### config.mk
export PLATFORM = sky130hd
export DESIGN_NAME = poly_code_corrector
export DESIGN_NICKNAME = d
export VERILOG_FILES = /design/src/rtl/poly_corr_pkg.sv /design/src/rtl/poly_coef_bank.sv /design/src/rtl/poly_horner_step.sv /design/src/rtl/poly_round_sat.sv /design/src/rtl/poly_code_corrector.sv
export SDC_FILE = /design/constraint.sdc
export NUM_CORES = 2
export LEC_CHECK = 0
export ABC_AREA = 1
export BUFFER_PORTS_ARGS = -buffer_cell sky130_fd_sc_hd__buf_4
export CAP_MARGIN = 20
export CORE_ASPECT_RATIO = 0.9
export CORE_UTILIZATION = 50
export DETAILED_ROUTE_END_ITERATION = 10
export PLACE_DENSITY = 0.73
export REMOVE_ABC_BUFFERS = 1
export SLEW_MARGIN = 10
export SYNTH_ARGS = -nofsm -noshare
export SYNTH_HDL_FRONTEND = slang
export SYNTH_SLANG_ARGS = --single-unit
### constraint.sdc
create_clock -name clk_i -period 7.2 [get_ports clk_i]
set_clock_uncertainty 0.15 [all_clocks]
set_input_delay 0.72 -clock clk_i [delete_from_list [all_inputs] [get_ports clk_i]]
set_output_delay 0.72 -clock clk_i [all_outputs]
set_load 0.01 [all_outputs]
### src/rtl/poly_corr_pkg.sv
package poly_corr_pkg;

  localparam int unsigned NUM_COEF   = 4;
  localparam int unsigned POLY_ORDER = NUM_COEF - 1;

  typedef enum logic [1:0] {
    COEF_B0 = 2'd0,
    COEF_B1 = 2'd1,
    COEF_B2 = 2'd2,
    COEF_B3 = 2'd3
  } coef_sel_e;

  // exact width of the nested evaluation: each step multiplies by a
  // (code_w+1)-bit signed code and adds one coefficient
  function automatic int unsigned acc_width(int unsigned code_w, int unsigned coef_w);
    return coef_w + POLY_ORDER * (code_w + 1) + POLY_ORDER;
  endfunction

endpackage

### src/rtl/poly_coef_bank.sv
module poly_coef_bank
  import poly_corr_pkg::*;
#(
  parameter int unsigned COEF_W = 16
) (
  input  logic                               clk_i,
  input  logic                               rst_ni,
  input  logic                               we_i,
  input  logic [1:0]                         addr_i,
  input  logic [COEF_W-1:0]                  data_i,
  input  logic                               allow_i,
  output logic [NUM_COEF-1:0][COEF_W-1:0]    coef_o
);

  for (genvar i = 0; i < NUM_COEF; i++) begin : g_coef
    logic hit;
    assign hit = we_i && allow_i && (addr_i == 2'(i));

    always_ff @(posedge clk_i or negedge rst_ni) begin
      if (!rst_ni) begin
        coef_o[i] <= '0;
      end else if (hit) begin
        coef_o[i] <= data_i;
      end
    end
  end

endmodule

### src/rtl/poly_horner_step.sv
module poly_horner_step #(
  parameter int unsigned CODE_W = 14,
  parameter int unsigned COEF_W = 16,
  parameter int unsigned ACC_W  = 64
) (
  input  logic                     clk_i,
  input  logic                     rst_ni,
  input  logic                     adv_i,
  input  logic                     vld_i,
  input  logic                     byp_i,
  input  logic [CODE_W-1:0]        code_i,
  input  logic signed [ACC_W-1:0]  acc_i,
  input  logic signed [COEF_W-1:0] coef_i,
  output logic                     vld_o,
  output logic                     byp_o,
  output logic [CODE_W-1:0]        code_o,
  output logic signed [ACC_W-1:0]  acc_o
);

  logic signed [ACC_W-1:0] x_s;
  logic signed [ACC_W-1:0] c_s;
  logic signed [ACC_W-1:0] nxt;

  assign x_s = signed'(ACC_W'(code_i));
  assign c_s = ACC_W'(coef_i);
  assign nxt = acc_i * x_s + c_s;

  always_ff @(posedge clk_i or negedge rst_ni) begin
    if (!rst_ni) begin
      vld_o  <= 1'b0;
      byp_o  <= 1'b0;
      code_o <= '0;
      acc_o  <= '0;
    end else if (adv_i) begin
      vld_o  <= vld_i;
      byp_o  <= byp_i;
      code_o <= code_i;
      acc_o  <= nxt;
    end
  end

endmodule

### src/rtl/poly_round_sat.sv
module poly_round_sat #(
  parameter int unsigned CODE_W = 14,
  parameter int unsigned ACC_W  = 64,
  parameter int unsigned FRAC_W = 8
) (
  input  logic                    byp_i,
  input  logic [CODE_W-1:0]       code_i,
  input  logic signed [ACC_W-1:0] acc_i,
  output logic [CODE_W-1:0]       code_o
);

  localparam logic signed [ACC_W-1:0] HALF = {{(ACC_W-1){1'b0}}, 1'b1} << (FRAC_W - 1);
  localparam logic signed [ACC_W-1:0] MAXV = {{(ACC_W-CODE_W){1'b0}}, {CODE_W{1'b1}}};

  logic signed [ACC_W-1:0] corr;
  logic signed [ACC_W-1:0] x_s;
  logic signed [ACC_W-1:0] diff;

  assign corr = (acc_i + HALF) >>> FRAC_W;
  assign x_s  = signed'(ACC_W'(code_i));
  assign diff = x_s - corr;

  always_comb begin
    if (byp_i) begin
      code_o = code_i;
    end else if (diff < 0) begin
      code_o = '0;
    end else if (diff > MAXV) begin
      code_o = '1;
    end else begin
      code_o = diff[CODE_W-1:0];
    end
  end

endmodule

### src/rtl/poly_code_corrector.sv
module poly_code_corrector
  import poly_corr_pkg::*;
#(
  parameter int unsigned CODE_W = 14,
  parameter int unsigned COEF_W = 16,
  parameter int unsigned FRAC_W = 8
) (
  input  logic              clk_i,
  input  logic              rst_ni,
  input  logic              cfg_we_i,
  input  logic [1:0]        cfg_addr_i,
  input  logic [COEF_W-1:0] cfg_data_i,
  output logic              idle_o,
  input  logic              bypass_i,
  input  logic              in_valid_i,
  input  logic [CODE_W-1:0] in_code_i,
  output logic              in_ready_o,
  output logic              out_valid_o,
  output logic [CODE_W-1:0] out_code_o,
  input  logic              out_ready_i
);

  localparam int unsigned ACC_W  = acc_width(CODE_W, COEF_W);
  localparam int unsigned STAGES = POLY_ORDER;

  logic [NUM_COEF-1:0][COEF_W-1:0] coef_q;

  logic                    vld_s  [STAGES+1];
  logic                    byp_s  [STAGES+1];
  logic [CODE_W-1:0]       code_s [STAGES+1];
  logic signed [ACC_W-1:0] acc_s  [STAGES+1];

  logic adv;
  logic busy;

  // whole pipeline moves together; a full last stage blocks on downstream
  assign adv        = !vld_s[STAGES] || out_ready_i;
  assign in_ready_o = adv && !cfg_we_i;

  always_comb begin
    busy = 1'b0;
    for (int k = 1; k <= STAGES; k++) busy = busy | vld_s[k];
  end
  assign idle_o = !busy;

  poly_coef_bank #(
    .COEF_W (COEF_W)
  ) u_bank (
    .clk_i   (clk_i),
    .rst_ni  (rst_ni),
    .we_i    (cfg_we_i),
    .addr_i  (cfg_addr_i),
    .data_i  (cfg_data_i),
    .allow_i (idle_o),
    .coef_o  (coef_q)
  );

  assign vld_s[0]  = in_valid_i && in_ready_o;
  assign byp_s[0]  = bypass_i;
  assign code_s[0] = in_code_i;
  assign acc_s[0]  = ACC_W'(signed'(coef_q[COEF_B3]));

  for (genvar k = 0; k < STAGES; k++) begin : g_step
    logic signed [COEF_W-1:0] step_coef;
    assign step_coef = signed'(coef_q[STAGES-1-k]);

    poly_horner_step #(
      .CODE_W (CODE_W),
      .COEF_W (COEF_W),
      .ACC_W  (ACC_W)
    ) u_step (
      .clk_i  (clk_i),
      .rst_ni (rst_ni),
      .adv_i  (adv),
      .vld_i  (vld_s[k]),
      .byp_i  (byp_s[k]),
      .code_i (code_s[k]),
      .acc_i  (acc_s[k]),
      .coef_i (step_coef),
      .vld_o  (vld_s[k+1]),
      .byp_o  (byp_s[k+1]),
      .code_o (code_s[k+1]),
      .acc_o  (acc_s[k+1])
    );
  end

  poly_round_sat #(
    .CODE_W (CODE_W),
    .ACC_W  (ACC_W),
    .FRAC_W (FRAC_W)
  ) u_round (
    .byp_i  (byp_s[STAGES]),
    .code_i (code_s[STAGES]),
    .acc_i  (acc_s[STAGES]),
    .code_o (out_code_o)
  );

  assign out_valid_o = vld_s[STAGES];

endmodule

# After elaboration in Yosys (flattened, before gate mapping)
# Index checks and enable logic that the tools add are counted.
[word_totals]
reg_bits = 304
input_bits = 38
output_inout_bits = 17
elab_cells = 46
[op_classes]
n_addsub = 5
multipliers = 3
magnitude_cmp = 2
n_eq_ne = 3
muxes = 3
bitwise = 2
reduce_logical = 12
[op_table]
columns = ["op", "count"]
rows = [
  ["64-bit by 16-bit adder with 64-bit output", 2],
  ["64-bit by 15-bit multiplier with 64-bit output", 2],
  ["64-bit by 9-bit adder with 64-bit output (second input constant)", 1],
  ["64-bit by 15-bit > comparator with 1-bit output (second input constant)", 1],
  ["64-bit by 1-bit < comparator with 1-bit output (second input constant)", 1],
  ["15-bit by 56-bit subtractor with 57-bit output", 1],
  ["14-bit two-way mux", 3],
  ["31-bit by 16-bit adder with 32-bit output", 1],
  ["16-bit by 15-bit multiplier with 31-bit output", 1],
  ["1-bit logical AND", 7],
  ["2-bit equality test (second input constant)", 2],
  ["1-bit zero test", 3],
  ["2-bit by 1-bit equality test with 1-bit output (second input constant)", 1],
  ["2-bit zero test", 1],
  ["1-bit bitwise OR", 2],
  ["1-bit logical OR", 1],
]

# Logic depth before layout (Yosys ltp)
[logic_depth]
word_depth = 6
ltp_mapped = 36
mapped_depth_nobuf = 34

# Cells and area by module
# From an unflattened synthesis, not the netlist that was laid out.
[unflattened]
hier_cells = 13840
area_unflattened_um2 = 101071.9
[by_module_without_submodules]
columns = ["module", "instances", "cells_each", "area_each_um2", "seq_area_each_um2"]
rows = [
  ["poly_horner_step at g_step[0].u_step", 1, 4220, 31311.3, 2001.9],
  ["poly_horner_step at g_step[2].u_step", 1, 4160, 31084.8, 2001.9],
  ["poly_horner_step at g_step[1].u_step", 1, 4103, 30984.7, 2001.9],
  ["poly_round_sat", 1, 1066, 5062.4, 0.0],
  ["poly_coef_bank", 1, 283, 2590.0, 1601.5],
  ["poly_code_corrector", 1, 8, 38.8, 0.0],
]

# Worst setup path before layout
# No wires, ideal clock.
[synth_path]
path_kind = "input-to-reg"
start = "input in_code_i[0]"
end = "register g_step[0].u_step.acc_o[23]"
setup_time_ps = 118
arrival_time_ps = 6212
t_required_ps = 6932
setup_slack_ps = 720
stages = 25
n_path_buf = 2
cell_sequence = "clkbuf_1 clkbuf_1 nand2_1 fa_1 inv_1 fa_1 fa_1 inv_1 fa_1 fa_1 fa_1 inv_1 ha_1 a21oi_1 a21boi_0 o21ai_0 a21oi_1 inv_1 nand2_1 nand2_1 nand2_1 nand2_1 or2_2 nand3_1 nand2_1"
[synth_via]
elab_chain_cells = 2
[synth_rtl]
columns = ["element", "line", "source"]
rows = [
  ["start: declaration", "poly_code_corrector.sv:16", "input logic [CODE_W-1:0] in_code_i,"],
  ["16-bit by 15-bit multiplier with 31-bit output", "poly_horner_step.sv:26", "assign nxt = acc_i * x_s + c_s;"],
  ["31-bit by 16-bit adder with 32-bit output", "poly_horner_step.sv:26", ""],
  ["end signal: assignment", "poly_horner_step.sv:38", "acc_o <= nxt;"],
  ["end: declaration", "poly_horner_step.sv:17", "output logic signed [ACC_W-1:0] acc_o"],
]
# No other way between the ends.
# A chain may end at the register's enable or synchronous reset.

# Worst setup path in the final report
[layout_path]
start = "register g_step[0].u_step.code_o[3]"
end = "register g_step[1].u_step.acc_o[35]"
[layout_via]
elab_chain_cells = 2
[layout_rtl]
columns = ["element", "line", "source"]
rows = [
  ["start: declaration", "poly_horner_step.sv:16", "output logic [CODE_W-1:0] code_o,"],
  ["start signal: assignment", "poly_horner_step.sv:37", "code_o <= code_i;"],
  ["64-bit by 15-bit multiplier with 64-bit output", "poly_horner_step.sv:26", ""],
  ["64-bit by 16-bit adder with 64-bit output", "poly_horner_step.sv:26", ""],
  ["end signal: assignment", "poly_horner_step.sv:38", ""],
  ["end: declaration", "poly_horner_step.sv:17", ""],
]
# No other way between the ends.

==> flow_summary.toml <==
[grt]
grt_remaining_overflow = 0
grt_start_max_net_pins = 138
antenna_found_initial = 5
first_global_vias = 60696
grt_first_pass_wirelength_um = 333000
grt_util_all_layers_pct = 31.0

[sta]
worst_slew_pin_slew_ns = 0.998
max_freq_mhz = 144
hold_viol = 16
rsz0062_at_grt = "false"
drv_slew = 0
hold_ws_ns = -0.0216
min_period_ns = 6.95
slew_headroom_pct = 33.5
fin_crit_sh_pct = 96.5
tns_ns = 0
setup_viol = 0

[worst_setup_path]
cp-start-kind = "register"
crit_arrival_ns = 7.26
r2r-start = "g_step[0].u_step.code_o[3]"
crit_end = "g_step[1].u_step.acc_o[35]"
critical_path_class = "reg2reg"
critPathLaunch = "g_step[0].u_step.code_o[3]"
cp_max_fo = 11
reg2regPathDepth = 27
critPathCaptureType = "register"
crit_required_ns = 7.51
r2r-end = "g_step[1].u_step.acc_o[35]"
reg2reg_slack_ns = 0.25

[detailed_routing]
wl_per_cell_um = 19.5
viasPerCell = 5.31
wl_um = 209000
drt-initial-drc-count = 4747
vias = 56789
ant_nets = 0
drc = 0
dr.pass1.iters = 6

[placement]
post_dp_cell_area_sq_um = 71600
place.gp.congestion = 1.02
port-buffer-count = 54
post-dp-hpwl_um = 172000

[clock_network]
clock_sinks = 265
cts_tree = "yes"
holdBufCountCts = 0
root_buffer = "clkbuf_16"
cts_buffer_depth = 3
clk_latency_ns = 0.60
cts_max_level = 2
clkTransAtPathRegs_ns = 0.06
numCtsBuffers = 37

[logic_synthesis]
synth_cell_type_count = 51
yosys.cell_count.top_type = "inv_1"
netlist_instances = 8895
syn_area_sq_um = 68500
synth-edff-count = 0
avgSynthCellArea_sq_um = 7.71
synth-seq-cells = 265
synth_top_area_share_pct = 41.8
synth-seq-area-share_pct = 9.67
ys.flop_type = "dfrtp_1"
synth_top_cells_by_count = "inv_1, nand2_1, fa_1, ha_1, nor2_1"
synth_warnings = 0
synthTopCellsByArea = "fa_1, inv_1, nand2_1, dfrtp_1, ha_1"
async_reset_ff_share_pct = 100
synth_top_area_cell = "fa_1"

[cells_and_area]
syn_to_final_growth_pct = 6.73
fin_nets = 10674
finish.utilization_pct = 53.9
seq_area_sq_um = 6680
layout-drive-gt1-share_pct = 5.80
stdcell_area_sq_um = 73200
multiInputGateArea_sq_um = 51300
fillers = 12639

[floorplan]
die_w_um = 392
core_area_sq_um = 136000
ios = 55
rows = 128
dieArea_sq_um = 139000
initial_core_util_pct = 50.5
die_h_um = 353

[status]
status = "finished with violations"
violations = "hold timing"

[run]
cap_viol_max_count = 0

[min_path]
hp-class = "in2async"
metal layers:
| layer | up-vias | routed length [um] | GRT usage (%) | share of wire (%) |
|---|---|---|---|---|
| li1 | 25416 | - | - | - |
| met4 | 4 | 9670 | 12.5 | 4.6 |
| met3 | 503 | 19400 | 5.66 | 9.3 |
| met5 | - | 28 | 0 | 0.013 |
| met2 | 2629 | 97700 | 51.0 | 47 |
| met1 | 28237 | 82000 | 40.5 | 39 |
worst max-delay path, cell delays in order, from the launching register on:
cell      delay, ns
dfrtp_1        0.62
buf_12         0.27
nand2_1        0.06
inv_1          0.07
fa_1           0.53
inv_1          0.05
fa_1           0.50
inv_1          0.06
fa_1           0.51
fa_1           0.47
fa_1           0.52
inv_1          0.05
fa_1           0.47
inv_1          0.04
ha_1           0.35
nand2_1        0.17
inv_1          0.06
a21oi_1        0.14
inv_1          0.08
a21oi_1        0.16
o221ai_1       0.17
a21oi_1        0.33
o21ai_0        0.22
nand2_1        0.11
nand2_1        0.06
or2_2          0.28
nand3_1        0.23
nand2_1        0.08
cell families (layout without fill, tap and decap cells):
family / Yosys count / in the layout / share of synthesized area (%)
XOR/XNOR: 143 / 143 / 1.83
multiplexers: 43 / 43 / 0.706
flip-flops: 265 / 265 / 9.67
AND/OR/NAND/NOR: 3213 / 3213 / 19.0
AO/OA/AOI/OAI: 606 / 606 / 4.88
adder cells (fa/ha/maj): 1792 / 1792 / 48.4
other: 0 / 2 / 0
buffers and inverters: 2833 / 2811 / 15.5
metrics by stage:
step | hold WS [ns] | setup WS [ns] | std cells
floorplan | 0.274 | -6.32 | 8559
global placement | 0.319 | -0.358 | 10623
detailed placement | 0.321 | -0.440 | 10623
CTS | 0.0110 | 0.00687 | 10691
global route | 0.0179 | 0.00983 | 10693
finish | -0.0216 | 0.249 | 10695
placed cells by master (no fill, tap or decap), types with 6 or more instances in the layout:
cell	n
buf_12	16
a21oi_1	202
o211ai_1	11
bufinv_16	11
buf_4	227
nor3_1	32
ha_1	361
o21ai_0	252
dfrtp_2	21
a31oi_1	72
xnor2_1	73
nor2_2	19
clkbuf_1	6
nand4_1	54
nor2_4	25
dfrtp_1	237
o21a_1	11
clkbuf_16	38
nand2_1	2467
dfrtp_4	7
mux2_2	43
nand2_2	20
a21o_1	10
fa_1	1431
inv_1	2493
xor2_1	70
nand3b_1	9
nand3_1	171
a21boi_0	7
nor2_1	340
or2_2	46
nor4_1	10
o21bai_1	7
repair_timing:
action	4_1_cts	5_1_grt
endpoints found under the setup margin	5	17
gates resized for setup	9	21
buffers inserted	0	2
worst min-delay path by stage:
stage | from | end | depth (start not counted)
after floorplan | rst_ni | g_step[0].u_step.acc_o[0] | 0
after global placement | g_step[0].u_step.code_o[13] | g_step[0].u_step.code_o[13] | 2
after detailed placement | g_step[0].u_step.byp_o | g_step[0].u_step.byp_o | 2
after CTS | rst_ni | g_step[2].u_step.acc_o[39] | 1
after global routing | rst_ni | g_step[2].u_step.acc_o[31] | 1
final | rst_ni | g_step[2].u_step.acc_o[31] | 1
cell type report:
type                    count  area share (%)
flip-flops and latches    265            9.14
clock inverters            20           0.568
diodes                      2         0.00684
inverters                2497            12.8
repair buffers            246            2.82
well taps                1820            3.11
clock buffers              48            1.41
multi-input cells        5797            70.1
state kept, by name, indices dropped and copies added (netlist names):
register	flops
g_step.u_step.acc_o	153
u_bank.coef_o	64
g_step.u_step.code_o	42
g_step.u_step.byp_o	3
g_step.u_step.vld_o	3
Power is not shown: default switching activity piles up to over one toggle a cycle in this logic, so the estimate is an artifact.
